## src/rtl/line_lamp_pkg.sv

```systemverilog
package line_lamp_pkg;

    typedef enum logic [2:0] {
        LM_DARK  = 3'd0,
        LM_FAULT = 3'd1,
        LM_OOS   = 3'd2,
        LM_BUSY  = 3'd3,
        LM_FREE  = 3'd4
    } lamp_mode_e;

    typedef struct packed {
        logic pwr_fail;
        logic fault;
        logic oos;
        logic busy;
    } line_flags_t;

    typedef struct packed {
        logic red;
        logic green;
    } lamp_pair_t;

    function automatic int unsigned half_period(input int unsigned clk_hz,
                                                input int unsigned flash_hz);
        int unsigned h;
        h = clk_hz / (2 * flash_hz);
        return (h < 1) ? 1 : h;
    endfunction

    function automatic lamp_pair_t mode_to_lamp(input lamp_mode_e m,
                                                input logic on_phase);
        lamp_pair_t p;
        p = '0;
        case (m)
            LM_FAULT: p.red   = 1'b1;
            LM_OOS:   p.red   = on_phase;
            LM_BUSY:  p.green = on_phase;
            LM_FREE:  p.green = 1'b1;
            default:  p = '0;
        endcase
        return p;
    endfunction

endpackage

```

## src/rtl/lamp_flash_timebase.sv

```systemverilog
module lamp_flash_timebase #(
    parameter int unsigned HALF = 4
) (
    input  logic clk,
    input  logic rst,
    output logic on_phase
);
    localparam int unsigned CW = (HALF > 1) ? $clog2(HALF) : 1;
    localparam logic [CW-1:0] LAST = CW'(HALF - 1);

    logic [CW-1:0] cnt_q;
    logic          phase_q;

    always_ff @(posedge clk) begin
        if (rst) begin
            cnt_q   <= '0;
            phase_q <= 1'b1;
        end else if (cnt_q == LAST) begin
            cnt_q   <= '0;
            phase_q <= ~phase_q;
        end else begin
            cnt_q   <= cnt_q + 1'b1;
        end
    end

    assign on_phase = phase_q;

    p_count_bound_r8: assert property (@(posedge clk) disable iff (rst)
        cnt_q <= LAST);

    p_phase_hold_r8: assert property (@(posedge clk) disable iff (rst)
        (cnt_q != LAST) |=> $stable(phase_q));

    p_reset_on_phase_r1: assert property (@(posedge clk)
        rst |=> (phase_q && cnt_q == '0));

endmodule

```

## src/rtl/lamp_state_arbiter.sv

```systemverilog
module lamp_state_arbiter
    import line_lamp_pkg::*;
(
    input  line_flags_t flags,
    output lamp_mode_e  mode
);
    always_comb begin
        if (flags.pwr_fail)      mode = LM_DARK;
        else if (flags.fault)    mode = LM_FAULT;
        else if (flags.oos)      mode = LM_OOS;
        else if (flags.busy)     mode = LM_BUSY;
        else                     mode = LM_FREE;
    end
endmodule

```

## src/rtl/lamp_output_stage.sv

```systemverilog
module lamp_output_stage
    import line_lamp_pkg::*;
(
    input  logic       clk,
    input  logic       rst,
    input  lamp_mode_e mode,
    input  logic       on_phase,
    output lamp_pair_t lamp
);
    lamp_pair_t lamp_q;

    always_ff @(posedge clk) begin
        if (rst) begin
            lamp_q.red   <= 1'b1;
            lamp_q.green <= 1'b0;
        end else begin
            lamp_q <= mode_to_lamp(mode, on_phase);
        end
    end

    assign lamp = lamp_q;

    p_one_colour_r9: assert property (@(posedge clk)
        !(lamp_q.red && lamp_q.green));

    p_reset_red_r1: assert property (@(posedge clk)
        rst |=> (lamp_q.red && !lamp_q.green));

    p_dark_when_needed_r7: assert property (@(posedge clk) disable iff (rst)
        (mode == LM_DARK) |=> (!lamp_q.red && !lamp_q.green));

    p_steady_red_r2: assert property (@(posedge clk) disable iff (rst)
        (mode == LM_FAULT) |=> (lamp_q.red && !lamp_q.green));

    p_steady_green_r5: assert property (@(posedge clk) disable iff (rst)
        (mode == LM_FREE) |=> (lamp_q.green && !lamp_q.red));
endmodule

```

## src/rtl/line_lamp_ctrl.sv

```systemverilog
module line_lamp_ctrl
    import line_lamp_pkg::*;
#(
    parameter int unsigned CLK_HZ   = 125_000_000,
    parameter int unsigned FLASH_HZ = 60
) (
    input  logic clk,
    input  logic rst,
    input  logic pwr_fail,
    input  logic fault_flag,
    input  logic oos_flag,
    input  logic busy_flag,
    output logic lamp_red,
    output logic lamp_green
);
    localparam int unsigned HALF = half_period(CLK_HZ, FLASH_HZ);

    line_flags_t flags;
    lamp_mode_e  mode;
    logic        on_phase;
    lamp_pair_t  lamp;

    assign flags = '{pwr_fail: pwr_fail, fault: fault_flag,
                     oos: oos_flag, busy: busy_flag};

    lamp_flash_timebase #(.HALF(HALF)) u_timebase (
        .clk      (clk),
        .rst      (rst),
        .on_phase (on_phase)
    );

    lamp_state_arbiter u_arbiter (
        .flags (flags),
        .mode  (mode)
    );

    lamp_output_stage u_out (
        .clk      (clk),
        .rst      (rst),
        .mode     (mode),
        .on_phase (on_phase),
        .lamp     (lamp)
    );

    assign lamp_red   = lamp.red;
    assign lamp_green = lamp.green;

    p_pwr_dark_r7: assert property (@(posedge clk) disable iff (rst)
        pwr_fail |=> (!lamp_red && !lamp_green));

    p_fault_over_flash_r6: assert property (@(posedge clk) disable iff (rst)
        (fault_flag && !pwr_fail) |=> (lamp_red && !lamp_green));

    p_busy_never_red_r4: assert property (@(posedge clk) disable iff (rst)
        (busy_flag && !oos_flag && !fault_flag && !pwr_fail) |=> !lamp_red);

    p_oos_never_green_r3: assert property (@(posedge clk) disable iff (rst)
        (oos_flag && !fault_flag && !pwr_fail) |=> !lamp_green);
endmodule

```

## config.mk

```make
export PLATFORM = sky130hd
export DESIGN_NAME = line_lamp_ctrl
export DESIGN_NICKNAME = d
export VERILOG_FILES = /design/src/rtl/line_lamp_pkg.sv /design/src/rtl/lamp_flash_timebase.sv /design/src/rtl/lamp_state_arbiter.sv /design/src/rtl/lamp_output_stage.sv /design/src/rtl/line_lamp_ctrl.sv
export SDC_FILE = /design/constraint.sdc
export NUM_CORES = 1
export LEC_CHECK = 0
export BUFFER_PORTS_ARGS = -buffer_cell sky130_fd_sc_hd__buf_4
export CORE_MARGIN = 2
export CORE_UTILIZATION = 51
export CTS_CLUSTER_DIAMETER = 50
export DETAILED_ROUTE_END_ITERATION = 8
export GPL_TIMING_DRIVEN = 1
export PLACE_DENSITY = 0.72
export SYNTH_ARGS = -nofsm -noshare
export SYNTH_HDL_FRONTEND = slang
export SYNTH_SLANG_ARGS = --single-unit
```

## constraint.sdc

```tcl
create_clock -name clk -period 1.85 [get_ports clk]
set_input_delay 0.0925 -clock clk [delete_from_list [all_inputs] [get_ports clk]]
set_output_delay 0.0925 -clock clk [all_outputs]
set_load 0.03 [all_outputs]
```

# Yosys cells after proc, flatten, opt, wreduce, memory -nomap -nowiden
# Index checks and enable logic that the tools add are counted.
[totals]
register_bits = 23
inputBits = 6
output_inout_bits = 2
word_cells = 18
[classes]
n_addsub = 1
n_eq_ne = 5
muxes = 6
bitwise_logic = 1
reduce_logical = 1
[op_table]
columns = ["cell", "count"]
rows = [
  ["20-bit by 1-bit adder with 20-bit output (second input constant)", 1],
  ["20-bit == test (second input constant)", 1],
  ["3-bit 2-to-1 mux", 4],
  ["3-bit by 2-bit == test with 1-bit output (second input constant)", 2],
  ["1-bit one-hot mux with 2 select lines", 2],
  ["3-bit by 1-bit == test with 1-bit output (second input constant)", 1],
  ["3-bit == test (second input constant)", 1],
  ["2-bit OR reduction", 1],
  ["1-bit NOT", 1],
]

# Depth between registers and ports, before layout
# Gate-level depths: netlist of run 1.
[depth]
word_depth = 6
mapped_depth = 6
depth_no_buf = 5

# Cells and area by module
# Synthesis of run 1 repeated with hierarchy kept, for this count alone.
[unflattened]
hier_cells = 122
area_unflattened_um2 = 1092.3
[modules_own_cells]
columns = ["mod", "instances", "cells_each", "area_per_inst_um2", "seq_area_each_um2"]
rows = [
  ["lamp_flash_timebase", 1, 108, 972.2, 420.4],
  ["lamp_output_stage", 1, 8, 83.8, 40.0],
  ["lamp_state_arbiter", 1, 6, 36.3, 0.0],
]

# Worst setup path before layout of run 1
# Ideal clock, no wire load.
[synth_timing]
path_kind = "register to register"
startpoint = "register u_timebase.cnt_q[0]"
endpoint = "register u_timebase.cnt_q[16]"
setup_ns = 0.070
t_arrival_ns = 1.679
required_time_ns = 1.780
slack_ns = 0.101
stages_incl_launch_ff = 6
path_buffers = 0
period_less_slack_ns = 1.749
cell_sequence = "dfxtp_1 ha_1 nand4_1 or4_1 or3_1 a21oi_1"
[synth_via]
elab_chain_cells = 2
word_cells_on_any_way = 3
classes_between = "add/sub (1); eq/ne (1); reduce/logical (1)"
[synth_lines]
columns = ["item", "line_no", "rtl"]
rows = [
  ["start: declaration", "lamp_flash_timebase.sv:11", "logic [CW-1:0] cnt_q;"],
  ["start signal: assignment", "lamp_flash_timebase.sv:22", "cnt_q <= cnt_q + 1'b1;"],
  ["parallel branches: the longest is 2 deep, another holds 20-bit by 1-bit adder with 20-bit output", "-", ""],
]
# Several ways; the timed one is not identified.
# A chain may end at the register's enable or synchronous reset.

# Worst setup path after layout of run 1
[layout_timing]
startpoint = "register u_timebase.cnt_q[7]"
endpoint = "register u_timebase.cnt_q[16]"
# Same word-level chain as after synthesis.

==> results of run 1 <==
-- how the worst min path moves through the flow --
stage / cells past startpoint / slack, ns / end / from
5_1_grt: 3 / 0.007 / u_out.lamp[0] / fault_flag
3_5_place_dp: 2 / 0.27 / u_out.lamp[0] / busy_flag
6_report: 2 / 0.01 / u_out.lamp[1] / rst
4_1_cts: 3 / 0.001 / u_out.lamp[0] / fault_flag
2_1_floorplan: 1 / 0.18 / u_out.lamp[0] / busy_flag
3_3_place_gp: 2 / 0.27 / u_out.lamp[0] / busy_flag
-- critical path, stage by stage (launching register included) --
cell	delay (ns)
dfxtp_1	0.44
nand3_2	0.18
or4_1	0.55
or3_1	0.36
a21oi_1	0.14
-- registers in the layout, indices dropped and copies added (netlist names) --
| register | count |
|---|---|
| u_timebase.cnt_q | 20 |
| u_timebase.on_phase | 1 |
| u_out.lamp | 2 |
-- kinds of logic (layout without fill, tap and decap cells) --
family                     after synthesis  after routing  share of synthesized area, %
AOI/OAI and AO/OA                       14             14                          8.30
xor gates and xnor gates                13             13                          11.0
adders and majority gates                2              2                          2.41
buffers and inverters                    9             26                          3.37
DFF                                     23             23                          44.3
muxes                                    1              1                         0.963
and+or+nand+nor                         59             59                          29.7
-- timing repair --
| action | CTS | global route |
|---|---|---|
| endpoints found under the setup margin | 0 | 1 |
| hold buffers | 2 | 0 |
| endpoints found under the hold margin | 2 | 0 |
| gates resized for setup | 0 | 1 |
-- metrics by stage --
stage	util (%)	instance area, um2	total power, mW
after floorplan	-	1040	0.543
after global placement	60.1	1170	0.566
after detailed placement	60.1	1170	0.569
after CTS	62.5	1210	0.802
after global routing	62.6	1210	0.828
final	62.6	1210	0.795
-- final cells by class --
class	instances	area share, %
Multi-Input combinational cell	89	44.8
Inverter	6	1.85
Clock inverter	1	0.412
Timing Repair Buffer	16	10.3
Clock buffer	3	1.85
Tap cell	27	2.78
Sequential cell	23	38.0
-- routing by layer --
layer / part of all wire, % / wire length (um) / track usage, % / vias to the layer above
met5: 0 / 0 / 0 / -
met1: 44 / 913 / 21.8 / 420
li1: - / - / - / 459
met3: 3.2 / 65 / 3.68 / 4
met4: 2.3 / 48 / 10.5 / 0
met2: 50 / 1040 / 32.2 / 18
-- report_power, final --
part	switching (mW)	leakage [nW]	total [mW]	internal (mW)
logic	0.0248	0.198	0.0518	0.0270
clock network	0.152	0.0177	0.233	0.0810
registers	0.00665	0.187	0.510	0.503
-- Yosys cell counts, drive strengths merged --
library cell	number	area share [%]
inv	6	2.2
and4	1	0.84
clkbuf	3	1.2
nand2	7	2.5
a31oi	1	0.60
nor2	21	7.6
nor4bb	2	1.9
or2	1	0.60
o21ba	1	0.96
o21bai	2	1.4
or4	4	2.9
dfxtp	23	44
o31ai	2	1.4
xnor2	11	9.3
nand4	3	1.8
nor4	5	3.0
nand3	7	3.9
o21ai	2	0.96
mux2i	1	0.96
nor3	3	1.4
a21oi	6	2.9
xor2	2	1.7
or3	3	1.8
nand4b	1	0.84
and3	1	0.60
ha	2	2.4
==> results.sh, run 1 <==
export IMPL_syn_nets=129
export IMPL_ant_nets=0
export IMPL_cap_violations=0
export IMPL_setup_tns_ns=0
export IMPL_vias=901
export IMPL_cts_max_level=1
export IMPL_period_needed_ns=1.72
export IMPL_rows=16
export IMPL_multiInputGateArea_um2=544
export IMPL_ys_types=28
export IMPL_syn_area_um2=1040
export IMPL_dp_slack_ns=0.135
export IMPL_max_vdd_ir_drop_v=0.000599
export IMPL_drt_wirelength_per_cell_um=12.5
export IMPL_dp_cells=159
export IMPL_hpwlAfterDp_mm=1.54
export IMPL_worst_r2r_path_depth=4
export IMPL_worst_r2r_endpoint="u_timebase.cnt_q[16]"
export IMPL_clock_path_buffers=2
export IMPL_fin_nets=147
export IMPL_period_share_pct=92.9
export IMPL_cp_startpoint="u_timebase.cnt_q[7]"
export IMPL_diodes=0
export IMPL_hold_viol_final=0
export IMPL_ctsRootBufferMaster="clkbuf_4"
export IMPL_cp_endpoint="u_timebase.cnt_q[16]"
export IMPL_layout_drive_gt1_share_pct=15.2
export IMPL_finalNonFillerCells=165
export IMPL_portBuffers=7
export IMPL_gr_total_overflow=0
export IMPL_startpoint_type="register"
export IMPL_path_class="reg -> reg"
export IMPL_worst_pin_slew_ns=0.412
export IMPL_hold_slack_ns=0.0102
export IMPL_cts_tree="done"
export IMPL_die_x_um=49.2
export IMPL_max_freq_mhz=582
export IMPL_grt_first_pass_wirelength_mm=3.48
export IMPL_ff_latch_area_um2=462
export IMPL_cts_buffers_inserted=3
export IMPL_fin_ws_ns=0.132
export IMPL_crit_required_ns=2.11
export IMPL_hp_class="in -> reg"
export IMPL_final_common_cell="dfxtp_1"
export IMPL_setup_viol=0
export IMPL_drc_errors=0
export IMPL_grt_use_total_pct=18.8
export IMPL_syn_area_per_cell_um2=8.59
export IMPL_path_clk_slew_ns=0.12
export IMPL_die_h_um=49.2
export IMPL_start_util_pct=53.5
export IMPL_critPathCaptureType="register"
export IMPL_crit_arrival_ns=1.98
export IMPL_areaGrowthSynthToFinish_pct=16.8
export IMPL_yosysWarnings=0
export IMPL_synthCells=121
export IMPL_finalMaxSlewViolations=0
export IMPL_antenna_found_initial=0
export IMPL_finalClockSkew_ns=0.00164
export IMPL_cts_sinks=23
export IMPL_leakagePower_nw=0.403
export IMPL_place_gp_congestion=0.822
export IMPL_post_cts_setup_buffers=0
export IMPL_layout_common_cells="22 x dfxtp_1, 21 x nor2_1, 14 x buf_4, 11 x xnor2_1, 7 x nand2_1"
export IMPL_slew_headroom_pct=72.3
export IMPL_ff2ff_setup_slack_ns=0.13
export IMPL_power_density_nw_per_um2=654
export IMPL_wirelength_mm=2.06
export IMPL_ys_seq_area_share_pct=44.3
export IMPL_rsz0062_at_grt="no"
export IMPL_synth_seq_cells=23
export IMPL_drtPass1Iterations=4
export IMPL_vias_per_cell=5.46
export IMPL_design_die_area_um2=2420
export IMPL_status="complete, no violations"
export IMPL_first_global_vias=857
export IMPL_clk_latency_ns=0.31
export IMPL_io_pin_count=8
export IMPL_fillCellCount=167
export IMPL_grt_max_degree=14
export IMPL_drt_iter0_drc=14
export IMPL_r2r_start="u_timebase.cnt_q[7]"
export IMPL_core_um2=1940
export IMPL_cp_max_fo=7
(Power assumes the default switching activity.)
==> run 2, diff against run 1 <==
Settings changed: CORE_UTILIZATION 51 to 56, PLACE_DENSITY 0.72 to 0.75.
Clock period 1.85 ns to 1.7 ns, I/O delays scaled along.
==> run 2 against run 1 <==
  * Via count up 4.8%
  * Die area down 8.2%
  * Combinational power up 28%
  * Wire length up 9.0%
  * Hold slack better by 0.033 ns
  * Clock-buffer cell count unchanged
  * Utilization up 13 points
  * Total power up 9.9%
  * Largest power group unchanged
==> results.sh, run 2 (same netlist as run 1, synthesis figures left out) <==
export IMPL_startpoint_type="input pin"
export IMPL_path_class="in -> reg"
export IMPL_path_clk_slew_ns=0.13
export IMPL_final_util_pct=75.8
export IMPL_vias=944
export IMPL_hpwlAfterDp_mm=1.62
export IMPL_die_x_um=47.1
export IMPL_drc_errors=0
export IMPL_finalMaxSlewViolations=0
export IMPL_ant_nets=0
export IMPL_status="complete, no violations"
export IMPL_cts_max_level=1
export IMPL_ctsRootBufferMaster="clkbuf_4"
export IMPL_max_freq_mhz=603
export IMPL_clk_latency_ns=0.33
export IMPL_power_mw=0.874
export IMPL_period_share_pct=97.5
export IMPL_diodes=0
export IMPL_setup_viol=0
export IMPL_multiInputGateArea_um2=576
export IMPL_areaGrowthSynthToFinish_pct=27.3
export IMPL_fillCellCount=137
export IMPL_regMostFlops="u_timebase.cnt_q"
export IMPL_drt_iter0_drc=29
export IMPL_cts_buffers_inserted=3
export IMPL_layout_common_cells="21 x nor2_1, 21 x buf_4, 16 x dfxtp_1, 11 x xnor2_1"
export IMPL_finalClockSkew_ns=0.0113
export IMPL_gr_total_overflow=0
export IMPL_worst_pin_slew_ns=0.352
export IMPL_wirelength_mm=2.25
export IMPL_cts_tree="done"
export IMPL_drtPass1Iterations=4
export IMPL_rows=15
export IMPL_hold_viol_final=0
export IMPL_io_pin_count=8
export IMPL_leakagePower_nw=0.451
export IMPL_largest_reg_flops=20
export IMPL_slew_headroom_pct=76.3
export IMPL_grt_use_total_pct=23.0
export IMPL_crit_arrival_ns=1.94
export IMPL_core_um2=1750
export IMPL_critPathCaptureType="register"
export IMPL_power_density_nw_per_um2=660
export IMPL_grt_max_degree=14
export IMPL_ff_latch_area_um2=469
export IMPL_period_needed_ns=1.66
export IMPL_clock_path_buffers=2
export IMPL_portBuffers=7
export IMPL_design_die_area_um2=2220
export IMPL_max_vdd_ir_drop_v=0.000571
export IMPL_first_global_vias=800
export IMPL_cp_max_fo=2
export IMPL_cap_violations=0
export IMPL_hp_class="in -> reg"
export IMPL_vias_per_cell=5.49
export IMPL_antenna_found_initial=0
export IMPL_crit_required_ns=1.98
export IMPL_drt_wirelength_per_cell_um=13.1
export IMPL_fin_nets=156
export IMPL_start_util_pct=59.6
export IMPL_die_h_um=47.1
export IMPL_grt_first_pass_wirelength_mm=3.49
export IMPL_layout_drive_gt1_share_pct=27.9
export IMPL_place_gp_congestion=0.895
export IMPL_cts_sinks=23
-- run 2: worst paths after layout --
| kind | startpoint | to | slack, ns | depth (start not counted) |
|---|---|---|---|---|
| max reg2reg | u_timebase.cnt_q[11] | u_timebase.cnt_q[8] | 0.08 | 6 |
| min reg2reg | u_timebase.cnt_q[17] | u_timebase.cnt_q[17] | 0.49 | 2 |
| min | rst | u_timebase.on_phase | 0.04 | 3 |
| max | pwr_fail | u_out.lamp[0] | 0.04 | 5 |
-- run 2: worst max-delay path, stage by stage --
cell and delay (ns):
dlygate4sd3_1 0.53, buf_4 0.13, or4_4 0.53, a21oi_2 0.11
dlygate4sd3_1 0.54
-- run 2: layout make-up --
cell class	count	area share [%]
Clock buffer	3	1.70
Multi-Input combinational cell	89	43.5
Tap cell	25	2.36
Timing Repair Buffer	25	14.9
Sequential cell	23	35.4
Inverter	6	1.70
Clock inverter	1	0.378
-- run 2: metrics by stage --
stage	TNS [ns]	instances	hold WS (ns)	setup WS, ns	instance area [um2]
after floorplan	0	121	0.176	0.00498	1040
after global placement	-0.131	164	0.263	-0.0180	1220
after detailed placement	-0.150	164	0.267	-0.0372	1220
after CTS	0	172	0.0431	0.0539	1290
after global routing	-0.0115	172	0.0437	-0.0114	1320
final	0	172	0.0435	0.0426	1320
-- run 2: layer usage --
layer  global-route usage [%]  routed length, um  up-vias
met4                     10.0                 31        0
met3                     6.15                118        4
met1                     29.4               1020      440
met2                     36.7               1080       23
met5                        0                  0        -
li1                         -                  -      477
-- run 2: power by group --
part | switching, mW | internal (mW) | total [mW]
Sequential | 0.00542 | 0.548 | 0.553
Combinational | 0.0304 | 0.0361 | 0.0664
Clock | 0.166 | 0.0884 | 0.254
-- run 2: timing repair --
| item | 4_1_cts | 5_1_grt |
|---|---|---|
| hold buffers | 4 | 0 |
| hold endpoints to repair | 2 | 0 |
| setup endpoints to repair | 9 | 10 |
| resized for setup | 1 | 11 |
| setup buffers | 0 | 0 |
